File: config.mk
export PLATFORM = sky130hd
export DESIGN_NAME = prog_seq
export DESIGN_NICKNAME = d
export VERILOG_FILES = /design/src/rtl/prog_seq_pkg.sv /design/src/rtl/prog_seq_cond.sv /design/src/rtl/prog_seq_stack.sv /design/src/rtl/prog_seq.sv
export SDC_FILE = /design/constraint.sdc
export NUM_CORES = 1
export LEC_CHECK = 0
export CAP_MARGIN = 20
export CORE_ASPECT_RATIO = 0.9
export CORE_MARGIN = 5
export CORE_UTILIZATION = 35
export CTS_BUF_LIST = sky130_fd_sc_hd__clkbuf_4 sky130_fd_sc_hd__clkbuf_8
export DETAILED_ROUTE_END_ITERATION = 10
export DONT_BUFFER_PORTS = 1
export PLACE_DENSITY = 0.51
export SLEW_MARGIN = 20
export SYNTH_ARGS = -nofsm -noshare
export SYNTH_HDL_FRONTEND = slang
export SYNTH_HIERARCHICAL = 1
export SYNTH_SLANG_ARGS = --single-unit
File: constraint.sdc
create_clock -name clk -period 3.7 [get_ports clk]
set_input_delay 0.925 -clock clk [delete_from_list [all_inputs] [get_ports clk]]
set_output_delay 0.925 -clock clk [all_outputs]
set_load 0.02 [all_outputs]
File: src/rtl/prog_seq_pkg.sv
package prog_seq_pkg;
  localparam int ADDR_W = 11;
  localparam int BANK_W = 2;
  localparam int PC_W   = 1 + BANK_W + ADDR_W;
  localparam int JT_W   = 9;
  localparam int IW_W   = 24;
  localparam int FLG_W  = 6;

  typedef enum logic [1:0] {
    CLS_OP    = 2'b00,
    CLS_OPRET = 2'b01,
    CLS_JUMP  = 2'b10,
    CLS_LDI   = 2'b11
  } iclass_e;

  localparam logic [JT_W-1:0] JC_SERIAL = 9'h000;
  localparam logic [JT_W-1:0] JC_JMP_LO = 9'h100;
  localparam logic [JT_W-1:0] JC_JMP_HI = 9'h101;
  localparam logic [JT_W-1:0] JC_CAL_LO = 9'h140;
  localparam logic [JT_W-1:0] JC_CAL_HI = 9'h141;
endpackage

File: src/rtl/prog_seq_cond.sv
module prog_seq_cond
  import prog_seq_pkg::*;
(
  input  logic [JT_W-1:0]  code,
  input  logic [FLG_W-1:0] fa,
  input  logic [FLG_W-1:0] fb,
  input  logic [3:0]       nib,
  input  logic             s_in,
  input  logic             s_out,
  input  logic             s_req,
  output logic             taken
);
  logic is_flag, is_nib, is_stat;
  logic [2:0] fidx;
  logic [FLG_W-1:0] fsel;
  logic fbit, sbit, nib_hit;

  assign is_flag = (code[8:6] == 3'b010) && (code[5:4] != 2'b11) && !code[0];
  assign is_nib  = (code[8:2] == 7'b0101100);
  assign is_stat = (code[8:4] == 5'b01011) && (code[3:2] != 2'b00) && !code[0];

  assign fidx = code[5:3];
  assign fsel = code[2] ? fb : fa;
  assign fbit = (fidx < 3'(FLG_W)) ? fsel[fidx] : 1'b0;

  always_comb begin
    case (code[3:2])
      2'b01:   sbit = s_in;
      2'b10:   sbit = s_out;
      default: sbit = s_req;
    endcase
  end

  always_comb begin
    case (code[1:0])
      2'b00:   nib_hit = (nib == 4'h0);
      2'b01:   nib_hit = (nib != 4'h0);
      2'b10:   nib_hit = (nib == 4'hF);
      default: nib_hit = (nib != 4'hF);
    endcase
  end

  always_comb begin
    taken = 1'b0;
    if (is_flag)      taken = (fbit == code[1]);
    else if (is_nib)  taken = nib_hit;
    else if (is_stat) taken = (sbit == code[1]);
  end
endmodule

File: src/rtl/prog_seq_stack.sv
module prog_seq_stack #(
  parameter int DEPTH = 4,
  parameter int W     = 14,
  localparam int SP_W = $clog2(DEPTH)
) (
  input  logic            clk,
  input  logic            rst,
  input  logic            push,
  input  logic            pop,
  input  logic [W-1:0]    wdata,
  output logic [W-1:0]    rdata,
  output logic [SP_W-1:0] sp
);
  logic [W-1:0]    mem [DEPTH];
  logic [SP_W-1:0] sp_dec;

  assign sp_dec = sp - 1'b1;
  assign rdata  = mem[sp_dec];

  always_ff @(posedge clk) begin
    if (push) mem[sp] <= wdata;
  end

  always_ff @(posedge clk) begin
    if (rst)       sp <= '0;
    else if (push) sp <= sp + 1'b1;
    else if (pop)  sp <= sp_dec;
  end
endmodule

File: src/rtl/prog_seq.sv
module prog_seq
  import prog_seq_pkg::*;
#(
  parameter int DEPTH = 4
) (
  input  logic             clk,
  input  logic             rst,
  input  logic             adv,
  input  logic [IW_W-1:0]  instr,
  input  logic [FLG_W-1:0] flags_a,
  input  logic [FLG_W-1:0] flags_b,
  input  logic [3:0]       dp_low,
  input  logic             sin_ctl,
  input  logic             sout_ctl,
  input  logic             req_master,
  input  logic [PC_W-1:0]  sout_val,
  output logic [PC_W-1:0]  pc
);
  localparam int SP_W = $clog2(DEPTH);

  iclass_e         cls;
  logic [JT_W-1:0] jcode;
  logic [PC_W-1:0] pc_inc, tgt, pc_nx, stk_top;
  logic [SP_W-1:0] sp_w;
  logic            cond_hit, do_call, do_ret;

  assign cls    = iclass_e'(instr[23:22]);
  assign jcode  = instr[21:13];
  assign pc_inc = pc + 1'b1;
  assign tgt    = {pc_inc[PC_W-1], instr[BANK_W-1:0], instr[ADDR_W+BANK_W-1:BANK_W]};

  assign do_call = adv && (cls == CLS_JUMP) && ((jcode == JC_CAL_LO) || (jcode == JC_CAL_HI));
  assign do_ret  = adv && (cls == CLS_OPRET);

  prog_seq_cond u_cond (
    .code  (jcode),
    .fa    (flags_a),
    .fb    (flags_b),
    .nib   (dp_low),
    .s_in  (sin_ctl),
    .s_out (sout_ctl),
    .s_req (req_master),
    .taken (cond_hit)
  );

  prog_seq_stack #(.DEPTH(DEPTH), .W(PC_W)) u_stack (
    .clk   (clk),
    .rst   (rst),
    .push  (do_call),
    .pop   (do_ret),
    .wdata (pc_inc),
    .rdata (stk_top),
    .sp    (sp_w)
  );

  always_comb begin
    pc_nx = pc_inc;
    case (cls)
      CLS_OPRET: pc_nx = stk_top;
      CLS_JUMP: begin
        if (jcode == JC_SERIAL)
          pc_nx = sout_val;
        else if ((jcode == JC_JMP_LO) || (jcode == JC_CAL_LO))
          pc_nx = {1'b0, tgt[PC_W-2:0]};
        else if ((jcode == JC_JMP_HI) || (jcode == JC_CAL_HI))
          pc_nx = {1'b1, tgt[PC_W-2:0]};
        else if (cond_hit)
          pc_nx = tgt;
      end
      default: pc_nx = pc_inc;
    endcase
  end

  always_ff @(posedge clk) begin
    if (rst)      pc <= '0;
    else if (adv) pc <= pc_nx;
  end
endmodule

[Yosys cells after proc, flatten, opt, wreduce, memory -nomap -nowiden]
Memory sizes are Yosys's and may differ from the RTL's.
Index checks and enable logic that the tools add are counted.
Word-level totals
  register bits after elaboration: 16
  memory bits (writable): 56
  bits of input ports: 60
  output and inout port bits: 14
  logic and storage cells: 61
  memories kept: 1
Operators by class
  add/subtract/negate cells: 3
  magnitude comparators: 2
  eq/ne operators: 18
  mux-type cells: 18
  reductions and logical operators: 17
Memories
  u_stack.mem: words 4, bits a word 14, rd ports 1, clocked after Yosys merged registers in 0, wr ports 1, line prog_seq_stack.sv:14  | logic [W-1:0] mem [DEPTH];
Operators by type and width (number)
  $mux 14: 3
  $eq 9x9->1 const B: 4
  $pmux 14 s2: 1
  $add 14x1->14 const B: 1
  $mux 13: 1
  $logic_not 9->1: 1
  $eq 7x6->1 const B: 1
  $logic_and 1x1->1: 7
  $mux 1: 7
  $eq 2x1->1 const B: 3
  $eq 2x2->1 const B: 3
  $mux 6: 1
  $eq 5x4->1 const B: 1
  $eq 4x4->1 const B: 1
  $logic_not 4->1: 1
  $lt 3x4->1 const B: 1
  $mux 2: 2
  $ne 4x4->1 const B: 1
  $reduce_bool 2->1: 2
  $reduce_bool 4->1: 1
  $bmux 1 s3: 1
  $eq 3x2->1 const B: 1
  $logic_or 1x1->1: 3
  $lt 3x3->1 const B: 1
  other kinds (8): 9

[Depth between registers and ports, before layout]
Gate-level depths: netlist (run 1).
  depth after elaboration: 11
  depth in mapped cells: 12
  gate-level depth less buffers: 11

[By module]
The synthesis (run 1) kept the hierarchy.
Modules (own cells, without submodules)
  prog_seq_stack: times used 1, cells each 93, area an instance 2232.1 um2, seq. area each 1721.7 um2
  prog_seq: times used 1, cells each 231, area an instance 1585.3 um2, seq. area each 280.3 um2
  prog_seq_cond: times used 1, cells each 28, area an instance 281.5 um2, seq. area each 0.0 um2

[Least setup slack after synthesis (run 1)]
OpenSTA, ideal clock, no wires.
  kind: input to register
  start point: input instr[16]
  end point: register pc[11]
  library setup time: 124 ps
  arrival time: 3142 ps
  required time: 3576 ps
  slack: 434 ps
  cell stages on the path: 11
  buffers on the path: 0
  path through: inv_1 > ha_1 > nor2_1 > a21oi_1 > xor2_1 > or4_1 > a221oi_2 > a21oi_2 > or4_1 > a31oi_1 > o22ai_1
On the way
  longest elaborated chain between the ends: 11
  elaborated cells between the ends (all ways): 28
  classes of those cells: order compare: 1; eq/ne: 9; mux: 12; reduce/logical: 6
Ends and longest elaborated chain
  start, declared: line prog_seq.sv:9  | input logic [IW_W-1:0] instr,
  $eq 2x2->1 (tied with other cells): line prog_seq_cond.sv:27  | case (code[3:2])
  $pmux 1 s2 or $logic_and 1x1->1 (tied branches): line prog_seq_cond.sv:27, prog_seq_cond.sv:20
  $eq 1x1->1 or $logic_and 1x1->1 (tied branches): line prog_seq_cond.sv:47, prog_seq_cond.sv:20
  $mux 1: line prog_seq_cond.sv:47  | else if (is_stat) taken = (sbit == code[1]);
  $mux 1: line prog_seq_cond.sv:46  | else if (is_nib) taken = nib_hit;
  $mux 1 *: line prog_seq_cond.sv:45  | if (is_flag) taken = (fbit == code[1]);
  via cond_hit: line prog_seq.sv:25  | logic cond_hit, do_call, do_ret;
  $mux 13 *: line prog_seq.sv:67  | else if (cond_hit)
  $mux 14 *: line prog_seq.sv:65  | else if ((jcode == JC_JMP_HI) || (jcode == JC_CAL_HI))
  $mux 14 *: line prog_seq.sv:63  | else if ((jcode == JC_JMP_LO) || (jcode == JC_CAL_LO))
  $mux 14 *: line prog_seq.sv:61  | if (jcode == JC_SERIAL)
  $pmux 14 s2 *: line prog_seq.sv:58  | case (cls)
  end signal, assigned: line prog_seq.sv:76  | else if (adv) pc <= pc_nx;
  end, declared: line prog_seq.sv:17  | output logic [PC_W-1:0] pc
Mark *: on every way through the listed nets, which the timed path passes. The rest lies on a longest branch. The select of a mux whose other input is x is not followed.
A chain may end at the register's enable or synchronous reset.

[Worst setup path in the final report (run 1)]
  start point: input instr[15]
  end point: register pc[11]
On the way
  longest elaborated chain between the ends: 11
  elaborated cells between the ends (all ways): 28
  classes of those cells: eq/ne: 9; mux: 13; reduce/logical: 6
Ends and longest elaborated chain
  $mux 6 (tied with other cells): line prog_seq_cond.sv:23  | assign fsel = code[2] ? fb : fa;
  $bmux 1 s3 (tied with other cells): line prog_seq_cond.sv:24  | assign fbit = (fidx < 3'(FLG_W)) ? fsel[fidx] : 1'b0;
  $mux 1 (not written as such) (tied with other cells): line prog_seq_cond.sv:24
  $mux 1 (on tied branches): line prog_seq_cond.sv:24, prog_seq_cond.sv:47
  $eq 1x1->1 or $mux 1 (tied branches): line prog_seq_cond.sv:45, prog_seq_cond.sv:46
  $mux 1 *: line prog_seq_cond.sv:45
  via cond_hit: line prog_seq.sv:25
  $mux 13 *: line prog_seq.sv:67
  $mux 14 *: line prog_seq.sv:65
  $mux 14 *: line prog_seq.sv:63
  $mux 14 *: line prog_seq.sv:61
  $pmux 14 s2 *: line prog_seq.sv:58
Marked as above.

==> results.json, run 1 <==
{
  "ys_top_cells_by_count": "edfxtp_1, nand2_1, nor2_1",
  "grt_pass1_wl_um": 16400,
  "gp_congestion": 0.832,
  "max_freq_ghz": 0.314,
  "slew_headroom_pct": 60.5,
  "async_flop_share_pct": 0,
  "ff2ff_path_depth": 4,
  "min_to": "pc[12]",
  "synthCells": 352,
  "yosys_warnings": 6,
  "timing.reg2reg.setup_slack_ps": 990,
  "synth_top_area_share_pct": 41.0,
  "synth_seq_cells": 72,
  "status": "completed",
  "cts.repair.resized": 0,
  "nNetsFinal": 421,
  "antenna_found_initial": 0,
  "hold_path_class": "reg2reg",
  "ctsHoldBuffers": 0,
  "numCtsBuffers": 9,
  "yosysTopAreaCell": "edfxtp_1",
  "drv_cap": 0,
  "report.final.slew_viol_count": 0,
  "cts_setup_buffers": 0,
  "worst_hold_slack_ps": 591,
  "rows": 37,
  "drt-total-wl_um": 10800,
  "ys.flop_type": "edfxtp_1",
  "ir_drop_uv": 178,
  "root_buffer": "clkbuf_8",
  "grt_usage_pct": 15.5,
  "setup_tns_ps": 0,
  "clockBufferDepth": 2,
  "required_ps": 3940,
  "critPathKind": "in2reg",
  "viasPerCell": 5.63,
  "route.detailed.drc": 0,
  "syn_area_mm2": 0.00410,
  "setup_viol": 0,
  "drtPass1Iterations": 4,
  "r2r_start": "pc[3]",
  "diodes": 0,
  "vias": 2885,
  "wl_per_cell_um": 21.1,
  "grt_pass1_vias": 2802,
  "cp-end-kind": "flop",
  "synthToLayoutAreaGrowth_pct": 7.91,
  "clk_pin_slew_ps": 80,
  "min_period_ps": 3180,
  "start_util_pct": 35.8,
  "syn-num-nets": 422,
  "p_total_uw": 1680,
  "die_y_um": 113,
  "holdPathStages": 2,
  "cts_tree": "built",
  "cts_max_level": 3,
  "r2r-end": "u_stack/mem[1][13]",
  "clock_insertion_delay_worst_skew_ps": 350,
  "ys_top_cells_by_area": "edfxtp_1, dfxtp_1, mux4_1",
  "synth.most_common_cell": "edfxtp_1",
  "die_w_um": 124,
  "numPortBuffers": 0,
  "drtAntennaViolNets": 0,
  "synth-edff-count": 56,
  "clock_sinks": 72,
  "min-delay-start": "pc[12]",
  "ys_types": 64,
  "worst_pin_slew_ps": 593,
  "start_kind": "input port",
  "leakagePower_uw": 0.00148,
  "finClkSkew_ps": 10.8,
  "overflow": 0,
  "crit_fanout": 10,
  "drt_iter0_markers": 274,
  "syn_avg_cell_area_um2": 11.6,
  "dp_hpwl_um": 7780,
  "grt_max_degree": 23,
  "coreArea_mm2": 0.0114,
  "drive_gt1_share_pct": 12.1,
  "period_share_pct": 86.1,
  "cp_data_arrival_time_ps": 3430,
  "fill_cells": 1134,
  "rsz0062_at_grt": "false",
  "hold_viol": 0,
  "die-area_mm2": 0.0140,
  "ioPinCount": 74,
  "synth_seq_area_share_pct": 48.8,
  "p_per_area_mw_per_mm2": 381
}
## worst max-delay path, stage by stage
cell,delay (ps)
inv_1,40
ha_1,310
nor2_1,110
a21oi_1,70
xor2_1,140
or4_1,420
a221oi_2,390
a21oi_2,180
or4_1,570
a31oi_1,190
o22ai_1,90
## flip-flops by register name (all words and copies together) (netlist names)
signal       count
u_stack/mem     56
pc              14
u_stack/sp       2
## layer usage
layer / global-route usage [%] / routed length (µm) / up-vias
met5: 0 / 0 / -
met4: 3.50 / 121 / 0
met3: 4.03 / 752 / 11
met2: 23.6 / 5060 / 90
met1: 22.1 / 4840 / 1422
li1: - / - / 1362
## how the worst max path moves through the flow
stage	from	endpoint	depth (start not counted)
CTS	instr[15]	pc[11]	11
detailed placement	instr[16]	pc[11]	11
floorplan	instr[16]	pc[11]	11
global route	instr[15]	pc[11]	11
finish	instr[15]	pc[11]	11
global placement	instr[16]	pc[11]	11
## final cells by class
class                      count  area [µm²]  area share [%]
sequential                    72        2000            45.3
multi-input combinational    239        1900            43.0
tap                          156         195            4.41
clock buffer                  10         131            2.97
timing repair buffer          11        82.6            1.87
inverter                      18        67.6            1.53
clock inverter                 6        42.5           0.962
## cells by family after synthesis
group | after synthesis | share of synthesized area [%]
AO/OA/AOI/OAI | 83 | 14.8
XOR/XNOR | 13 | 2.78
adder cells (fa/ha/maj) | 10 | 3.05
buffers and inverters | 41 | 4.76
flip-flops | 72 | 48.8
multiplexers | 23 | 11.7
AND/OR/NAND/NOR | 110 | 14.0
## report_power, final
part | internal, µW | total, µW | switching (µW)
clock network | 255 | 566 | 311
logic | 86.8 | 199 | 112
registers | 884 | 920 | 36.2
## per-stage QoR
stage,instances,cell area [µm²],setup slack [ps],utilization (%)
after floorplan,352,4100,434,-
after global placement,496,4250,280,37.2
after detailed placement,496,4250,197,37.2
after CTS,512,4420,566,38.7
after global routing,512,4420,365,38.7
final,512,4420,515,38.7
## layout by cell type (no fill, tap or decap), types with 2 or more instances in the layout
| cell | count |
|---|---|
| buf_4 | 11 |
| and2_1 | 5 |
| or4_1 | 4 |
| dfxtp_1 | 16 |
| clkbuf_8 | 9 |
| mux4_1 | 10 |
| a2111oi_2 | 2 |
| a21o_1 | 2 |
| a31oi_1 | 7 |
| o32a_1 | 2 |
| nor2_1 | 20 |
| edfxtp_1 | 56 |
| inv_1 | 18 |
| o32ai_1 | 2 |
| a221o_1 | 2 |
| xnor2_1 | 7 |
| inv_6 | 3 |
| nor2b_1 | 3 |
| a21oi_1 | 15 |
| o21a_1 | 4 |
| a211o_1 | 4 |
| nand2_1 | 31 |
| a221oi_1 | 3 |
| nor4_1 | 3 |
| o211ai_1 | 5 |
| o21ai_0 | 12 |
| o21bai_1 | 2 |
| o311a_1 | 4 |
| a22o_1 | 2 |
| xor2_1 | 6 |
| mux2i_1 | 6 |
| nor3_1 | 17 |
| or3b_1 | 2 |
| mux4_2 | 7 |
| nand3_1 | 9 |
| o21ai_1 | 3 |
| nand4_1 | 3 |
| ha_1 | 10 |
| and3_1 | 3 |
Power figures use the tool's default switching activity.
==> run 2, diff against run 1 <==
- CTS_CLUSTER_DIAMETER: not set -> 150
- SYNTH_HIERARCHICAL: 1 -> not set
==> results.json, run 2 <==
{
  "async_flop_share_pct": 0,
  "rsz0062_at_grt": "false",
  "gp_congestion": 0.873,
  "cts_tree": "built",
  "setup_viol": 0,
  "antenna_found_initial": 0,
  "numCtsBuffers": 9,
  "overflow": 0,
  "period_share_pct": 73.0,
  "syn_area_mm2": 0.00407,
  "ys.flop_type": "edfxtp_1",
  "synth.most_common_cell": "edfxtp_1",
  "report.final.slew_viol_count": 0,
  "grt_pass1_wl_um": 17900,
  "critPathKind": "reg2reg",
  "fill_cells": 1135,
  "synthCells": 364,
  "dp_hpwl_um": 8850,
  "crit_fanout": 10,
  "leakagePower_uw": 0.00160,
  "min-delay-start": "rst",
  "drtPass1Iterations": 5,
  "slew_headroom_pct": 54.3,
  "final_common_cell": "edfxtp_1",
  "status": "completed",
  "die-area_mm2": 0.0139,
  "clock_insertion_delay_worst_skew_ps": 350,
  "drtAntennaViolNets": 0,
  "timing.reg2reg.setup_slack_ps": 1000,
  "rows": 37,
  "die_w_um": 124,
  "largest_reg_flops": 56,
  "coreArea_mm2": 0.0114,
  "syn_avg_cell_area_um2": 11.2,
  "worst_hold_slack_ps": 643,
  "clockBufferDepth": 2,
  "synth_seq_area_share_pct": 49.1,
  "synth_seq_cells": 72,
  "required_ps": 4000,
  "cp_data_arrival_time_ps": 3000,
  "yosys_warnings": 0,
  "drive_gt1_share_pct": 14.4,
  "largestRegisters": "u_stack.mem x56, pc x14, u_stack.sp x2",
  "hold_viol": 0,
  "route.detailed.drc": 0,
  "numPortBuffers": 0,
  "ctsHoldBuffers": 0,
  "ff2ff_path_depth": 7,
  "hold_path_class": "in2reg",
  "synth_top_area_share_pct": 41.3,
  "drt-total-wl_um": 11800,
  "wl_per_cell_um": 22.1,
  "mostFrequentLayoutCells": "edfxtp_1, nand2_1, inv_1, nor2_1, a21oi_1",
  "pre_cts_ws_ps": 677,
  "die_y_um": 112,
  "regMostFlops": "u_stack.mem",
  "regArea_mm2": 0.00200,
  "cts_max_level": 3,
  "ys_top_cells_by_area": "edfxtp_1, dfxtp_1, mux4_2",
  "cts.repair.resized": 0,
  "grt_pass1_vias": 2983,
  "synthToLayoutAreaGrowth_pct": 11.1,
  "ir_drop_uv": 219,
  "drt_iter0_markers": 251,
  "min_period_ps": 2700,
  "min_to": "u_stack.sp[1]",
  "clk_pin_slew_ps": 70,
  "synth-edff-count": 56,
  "root_buffer": "clkbuf_8",
  "ioPinCount": 74,
  "finClkSkew_ps": 7.68,
  "nNetsFinal": 441,
  "start_util_pct": 35.6,
  "cp-end-kind": "flop",
  "cts_setup_buffers": 0,
  "syn-num-nets": 434,
  "grt_usage_pct": 17.3,
  "clock_sinks": 72,
  "max_freq_ghz": 0.370,
  "p_per_area_mw_per_mm2": 418,
  "multi_input_area_mm2": 0.00189,
  "ys_top_cells_by_count": "edfxtp_1, nand2_1, inv_1",
  "yosysTopAreaCell": "edfxtp_1",
  "start_kind": "flop",
  "holdPathStages": 1,
  "worst_pin_slew_ps": 683,
  "r2r_start": "pc[0]",
  "drv_cap": 0,
  "final.setup.worst_slack_ps": 1000,
  "r2r-end": "pc[12]",
  "grt_max_degree": 25,
  "viasPerCell": 5.66,
  "vias": 3017,
  "ys_types": 62,
  "setup_tns_ps": 0
}
[run 2: changes by cell type in the layout (fill, tap and decap cells not counted), moves of 4 or more]
cell,delta
mux4_2,+6
nor3_1,-5
o311a_1,-4
mux4_1,-10
mux2i_1,+6
inv_1,+5
o22ai_1,+5
buf_4,+4
nand2_1,-5
nand3_1,+6
a211oi_1,+7
[run 2: where the power goes]
part	switching, µW	internal, µW	leakage [µW]	total, µW
sequential	41.5	891	0.000644	932
clock	299	427	0.000117	725
combinational	133	99.4	0.000835	232
[run 2: through the flow]
step           power (µW)  cells  util [%]  cell area, µm²
2_1_floorplan        1130    364         -            4070
3_3_place_gp         1180    516      37.5            4290
3_5_place_dp         1180    516      37.5            4290
4_1_cts              1920    532      39.6            4520
5_1_grt              1980    532      39.6            4520
6_report             1890    533      39.6            4530
[run 2: routing by layer]
metal | wire length, µm | vias to the layer above | global-route usage [%]
met5 | 0 | - | 0
met4 | 75 | 0 | 3.54
met3 | 996 | 8 | 6.45
met2 | 5530 | 105 | 26.3
met1 | 5200 | 1480 | 23.8
li1 | - | 1424 | -
[run 2: final cells by class]
type	instances	share of cell area, %
flip-flops and latches	72	44.2
multi-input cells	250	41.8
well taps	156	4.31
clock buffers	12	3.51
repair buffers	15	2.49
inverters	23	1.91
clock inverters	4	1.69
diodes	1	0.0553
[run 2: logic make-up (layout without fill, tap and decap cells)]
logic type	count (synthesis)	count (layout)	share of synthesized area (%)
DFF	72	72	49.1
muxes	26	26	10.5
xor gates and xnor gates	14	14	3.01
AOI/OAI and AO/OA	90	90	15.8
other	0	1	0
buffers and inverters	42	54	4.42
and+or+nand+nor	110	110	14.1
adders and majority gates	10	10	3.07
[run 2: worst max path at each step]
stage              start     end  cells past startpoint
2_1_floorplan  instr[16]   pc[5]                      9
3_3_place_gp   instr[14]   pc[0]                      6
3_5_place_dp   instr[14]   pc[0]                      6
4_1_cts            pc[0]  pc[12]                      7
5_1_grt            pc[0]  pc[12]                      7
6_report           pc[0]  pc[12]                      7
[run 2: critical path: stages, from the launching register on]
cell,delay [ps]
dfxtp_1,700
ha_1,400
nand2_1,170
nor4_1,600
a31oi_1,160
a221o_1,380
nand3_1,90
and3_1,160
